==> config.mk <==
export PLATFORM = sky130hd
export DESIGN_NAME = ingate_bank
export DESIGN_NICKNAME = d
export VERILOG_FILES = /design/src/rtl/ingate_pkg.sv /design/src/rtl/ingate_hold_reg.sv /design/src/rtl/ingate_obs_sel.sv /design/src/rtl/ingate_bank.sv
export SDC_FILE = /design/constraint.sdc
export NUM_CORES = 1
export LEC_CHECK = 0
export BUFFER_PORTS_ARGS = -buffer_cell sky130_fd_sc_hd__buf_2
export CORE_UTILIZATION = 41
export DETAILED_ROUTE_END_ITERATION = 12
export PLACE_DENSITY = 0.73
export SYNTH_ARGS = -nofsm -noshare
export SYNTH_HDL_FRONTEND = slang
export SYNTH_HIERARCHICAL = 1
export SYNTH_SLANG_ARGS = --single-unit
==> constraint.sdc <==
create_clock -name clk_i -period 0.83 [get_ports clk_i]
set_input_delay 0.1245 -clock clk_i [delete_from_list [all_inputs] [get_ports clk_i]]
set_output_delay 0.1245 -clock clk_i [all_outputs]
set_load 0.02 [all_outputs]
==> src/rtl/ingate_pkg.sv <==
`timescale 1ns/1ps
package ingate_pkg;

    // Level of the blocking rail that closes participating pins.
    localparam logic RAIL_BLOCK = 1'b0;

    // Builds of the bank.
    typedef enum logic {
        BUILD_PASS  = 1'b0,
        BUILD_GATED = 1'b1
    } build_e;

endpackage

==> src/rtl/ingate_hold_reg.sv <==
`timescale 1ns/1ps
module ingate_hold_reg #(
    parameter int N = 8
) (
    input  logic         clk_i,
    input  logic         rst_ni,
    input  logic [N-1:0] pins_i,
    input  logic [N-1:0] load_i,
    output logic [N-1:0] hold_o
);

    typedef struct packed {
        logic [N-1:0] hold;
    } hold_st_t;

    hold_st_t st_d;
    hold_st_t st_q;

    always_comb begin
        st_d = st_q;
        for (int b = 0; b < N; b++) begin
            if (load_i[b]) begin
                st_d.hold[b] = pins_i[b];
            end
        end
    end

    always_ff @(posedge clk_i or negedge rst_ni) begin
        if (!rst_ni) begin
            st_q <= '0;
        end else begin
            st_q <= st_d;
        end
    end

    assign hold_o = st_q.hold;

endmodule

==> src/rtl/ingate_obs_sel.sv <==
`timescale 1ns/1ps
module ingate_obs_sel
    import ingate_pkg::*;
#(
    parameter build_e BUILD = BUILD_GATED
) (
    input  logic rail_n_i,
    input  logic gp_obs_i,
    output logic obs_o
);

    always_comb begin
        obs_o = (BUILD == BUILD_GATED) ? rail_n_i : gp_obs_i;
    end

endmodule

==> src/rtl/ingate_bank.sv <==
`timescale 1ns/1ps
module ingate_bank
    import ingate_pkg::*;
#(
    parameter int N         = 8,
    parameter bit GATE_USED = 1'b1
) (
    input  logic         clk_i,
    input  logic         rst_ni,
    input  logic [N-1:0] pins_i,
    input  logic [N-1:0] part_mask_i,
    input  logic         rail_n_i,
    input  logic         gp_obs_i,
    output logic [N-1:0] pins_o,
    output logic         obs_o
);

    localparam build_e BUILD = GATE_USED ? BUILD_GATED : BUILD_PASS;

    logic [N-1:0] blocked;
    logic [N-1:0] load;
    logic [N-1:0] hold;

    // A pin is closed only in the gated build, when selected and the rail blocks.
    always_comb begin
        if (BUILD == BUILD_GATED) begin
            blocked = part_mask_i & {N{rail_n_i == RAIL_BLOCK}};
        end else begin
            blocked = '0;
        end
        load = ~blocked;
    end

    ingate_hold_reg #(
        .N (N)
    ) hold_i (
        .clk_i  (clk_i),
        .rst_ni (rst_ni),
        .pins_i (pins_i),
        .load_i (load),
        .hold_o (hold)
    );

    for (genvar g = 0; g < N; g++) begin : g_pin
        always_comb begin
            pins_o[g] = blocked[g] ? hold[g] : pins_i[g];
        end
    end

    ingate_obs_sel #(
        .BUILD (BUILD)
    ) obs_i (
        .rail_n_i (rail_n_i),
        .gp_obs_i (gp_obs_i),
        .obs_o    (obs_o)
    );

endmodule

# ---- After elaboration in Yosys (flattened, before gate mapping)
# Index checks and enable logic that the tools add are counted.
dict set report op_classes {
  muxes 8
  n_bitwise 3
}
# op count
set op_table {}
lappend op_table {{8-bit AND} 1}
lappend op_table {{1-bit 2-to-1 mux} 8}
lappend op_table {{8-bit inverter} 1}
lappend op_table {{1-bit inverter} 1}
dict set report totals {
  wordCells 19
  input_bits 20
  register_bits 8
  output_inout_bits 9
}

# ---- Longest topological paths before layout
dict set report logic_depth {
  depth_word 3
  mapped_depth 2
  depth_no_buf 2
}

# ---- Cells and area by module
# The synthesis kept the hierarchy.
# mod cells_each area_per_inst_um2 instances
set by_module_without_submodules {}
lappend by_module_without_submodules {ingate_hold_reg 16 320.3 1}
lappend by_module_without_submodules {ingate_bank 16 230.2 1}
lappend by_module_without_submodules {ingate_obs_sel 1 7.5 1}

# ---- Worst setup path before layout
# No wires, ideal clock.
dict set report synth_timing {
  kind {reg-to-output}
  from {register hold_i.st_q, in the netlist hold_i/hold_o[0]}
  to {output port pins_o[0]}
  t_required_ns 0.706
  arrival_ns 0.651
  path_stages_with_launch 2
  setup_slack_ns 0.054
  path_cell_list {dfrtp_1 > mux2_4}
}
dict set report synth_via {
  elab_chain_cells 1
}
# item line
set synth_rtl {}
lappend synth_rtl {{from (decl)} ingate_hold_reg.sv:17} ;# hold_st_t st_q;
lappend synth_rtl {{from (signal assigned)} ingate_hold_reg.sv:32} ;# st_q <= st_d;
lappend synth_rtl {{1-bit 2-to-1 mux} ingate_bank.sv:46} ;# pins_o[g] = blocked[g] ? hold[g] : pins_i[g];
lappend synth_rtl {{to (decl)} ingate_bank.sv:14} ;# output logic [N-1:0] pins_o,
# No other way between the ends.

# ---- Worst setup path after layout
# Same ends and word-level chain as after synthesis.

==> impl_metrics.yaml <==
cts:
  cts-root-buf: "clkbuf_4"
  clk_latency_ps: 240
  cts_inserted_buffers: 3
  tritoncts_num_sinks: 8
  worst_setup_hold_path_clk_slew_ps: 50
  clock_tree_buf_depth: 2
  cts.htree.levels: 1
  tritoncts_clock_tree: "built"
worst_setup_path:
  timing.rr.end: "hold_i/hold_o[0]"
  worst-endpoint-arrival_ps: 1030
  timing.critical_path.from_type: "flop"
  timing.reg2reg.setup_slack_ps: -50
  path_class: "flop to output port"
  worst-endpoint-required_ps: 710
  worst_setup_path_end_kind: "output port"
  crit-reg2reg-launch: "hold_i/hold_o[0]"
  critPathMaxFanout: 2
  r2r.worst_path.cells: 2
timing:
  final-max-slew-violation-count: 0
  final.min_clock_period_ps: 1150
  timing.slew.headroom_pct: 87.4
  postLayoutSetupSlackWorst_ps: -324
  timing.final.crit_share_pct: 139
  whs_ps: 125
  timing_hold_violations_final: 0
  fmax_mhz: 867
  finalClockSkew_ps: 0
  report.final.setup_viol: 10
  tightestPinTransition_ps: 189
  grt_setup_unrepaired: "true"
worst_hold_path:
  hold_crit_depth: 2
  worst_hold_path_class: "input port to flop"
  min-delay-start: "pins_i[6]"
  hold_end: "hold_i/hold_o[6]"
global_route:
  via_count_of_the_first_global_routing_pass: 388
  grt_pass1_wl_um: 1520
  globalRouteTotalUtil_pct: 14.9
  antenna_found_initial: 0
  globalRouteOverflowTotal: 0
  grt_max_degree: 10
synthesis:
  postSynthAreaPerCell_sq_um: 16.9
  synth.area.top_cells: "mux2_4 43%, dfrtp_1 36%, nand2b_4 20%, buf_4 1.3%"
  synth_async_sr_flop_share_pct: 100
  dominantRegCellSynth: "dfrtp_1"
  post-synth-top-area-cell: "mux2_4"
  postSynthRegisterBits: 8
  synth_area_sq_um: 558
  synth_edf_count: 0
  seq_area_frac_synth_pct: 35.9
  synthDistinctLibCells: 4
  ys_top_cells_by_count: "16 x mux2_4, 8 x dfrtp_1, 8 x nand2b_4"
  synth_nets: 53
  postSynthCellCount: 33
  synthDominantCellAreaShare_pct: 43.0
  synthesis.yosys.warnings: 6
  yosysMostFrequentCell: "mux2_4"
die:
  start_util_pct: 47.0
  chipHeight_um: 38.9
  rows: 12
  floorplan.die.width_um: 38.9
  placeableCoreArea_sq_mm: 0.00119
  die_area_sq_mm: 0.00151
  floorplan.io_pins: 29
detailed_routing:
  route.vias.total: 395
  total_wire_length_after_detailed_routing_um: 935
  detailedRoute.firstPassIterationCount: 2
  drcViolationCount: 0
  drt_first_iter_violations: 3
  average_detailed_routed_wire_length_per_instance_um: 11.1
  drt.antenna.violating_nets: 0
  dr_vias_cell: 4.70
finish:
  layout.cells.non_filler: 84
  largest_reg_flops: 8
  num-nets-final: 92
  drive_above_1_share_pct: 87.1
  post-route-cell-area_sq_um: 838
  area_delta_synth_final_pct: 50.2
  n_antenna_cell: 0
placement:
  pre_cts_ws_ps: -208
  dp.cells: 78
  placement.io_buffers: 27
  detailed_place.area_sq_um: 741
  gp_congestion: 0.666
status:
  failing_checks: "negative setup slack"
  run_status: "finished with violations"
power_and_ir_drop:
  leak_pwr_nw: 0.474
  power_dens_cells_mw_per_mm2: 1340
  ir_worst_vdd_mv: 0.788
  power_mw: 1.13
flow_run:
  maxCapViolations: 0
power breakdown:
| part | switching [mW] | leakage, nW | internal (mW) |
|---|---|---|---|
| sequential | 0.0168 | 0.0933 | 0.423 |
| combinational | 0.147 | 0.367 | 0.252 |
| clock | 0.122 | 0.0138 | 0.165 |
| total | 0.285 | 0.474 | 0.840 |
worst max-delay path by stage:
stage / end / slack [ps] / depth (start not counted) / from
3_3_place_gp: pins_o[0] / -200 / 4 / rail_n_i
3_5_place_dp: pins_o[3] / -210 / 4 / rail_n_i
6_report: pins_o[0] / -320 / 2 / hold_i/hold_o[0]
2_1_floorplan: pins_o[0] / 50 / 1 / hold_i/hold_o[0]
4_1_cts: pins_o[0] / -330 / 2 / hold_i/hold_o[0]
5_1_grt: pins_o[0] / -360 / 2 / hold_i/hold_o[0]
through the flow:
step / utilization (%) / setup TNS (ps)
after global routing: 70.7 / -2970
final: 70.7 / -2590
after floorplan: - / 0
after detailed placement: 62.4 / -2560
after global placement: 62.4 / -2370
after CTS: 70.0 / -2630
cell type report:
class                      instances  area, sq um
clock buffer                       3         22.5
fill                              97          348
multi-input combinational         24          350
sequential                         8          200
tap                               14         17.5
timing repair buffer              35          248
per-layer routing:
layer	share of wire (%)	track usage [%]	vias to the layer above
li1	-	-	189
met1	41	18.2	187
met2	52	25.0	19
met3	7.7	4.05	0
met4	0	5.17	0
met5	0	0	-
placed cells by master, fill, tap and decap left out:
cell	instances
dlygate4sd3_1	1
dfrtp_1	8
buf_2	19
buf_4	7
clkbuf_4	3
buf_6	8
mux2_4	16
nand2b_4	8
kinds of logic (layout without fill, tap and decap cells):
group	after synthesis	in the layout	share of synthesized area, %
flip-flops	8	8	35.9
multiplexers	16	16	43.0
buffers and inverters	1	38	1.35
AND/OR/NAND/NOR	8	8	19.7
worst max-delay path, cell delays in order (launching register included):
cell and delay (ps):
dfrtp_1 380, mux2_4 280, buf_6 130
what timing repair did:
action                                  4_1_cts  5_1_grt
setup buffers                                 1        1
gates cloned                                  0        0
hold endpoints to repair                      8        0
resized for setup                            16        0
endpoints found under the setup margin        8        9
hold buffers                                  1        0
Note: power is estimated with default switching activity, not from simulation.
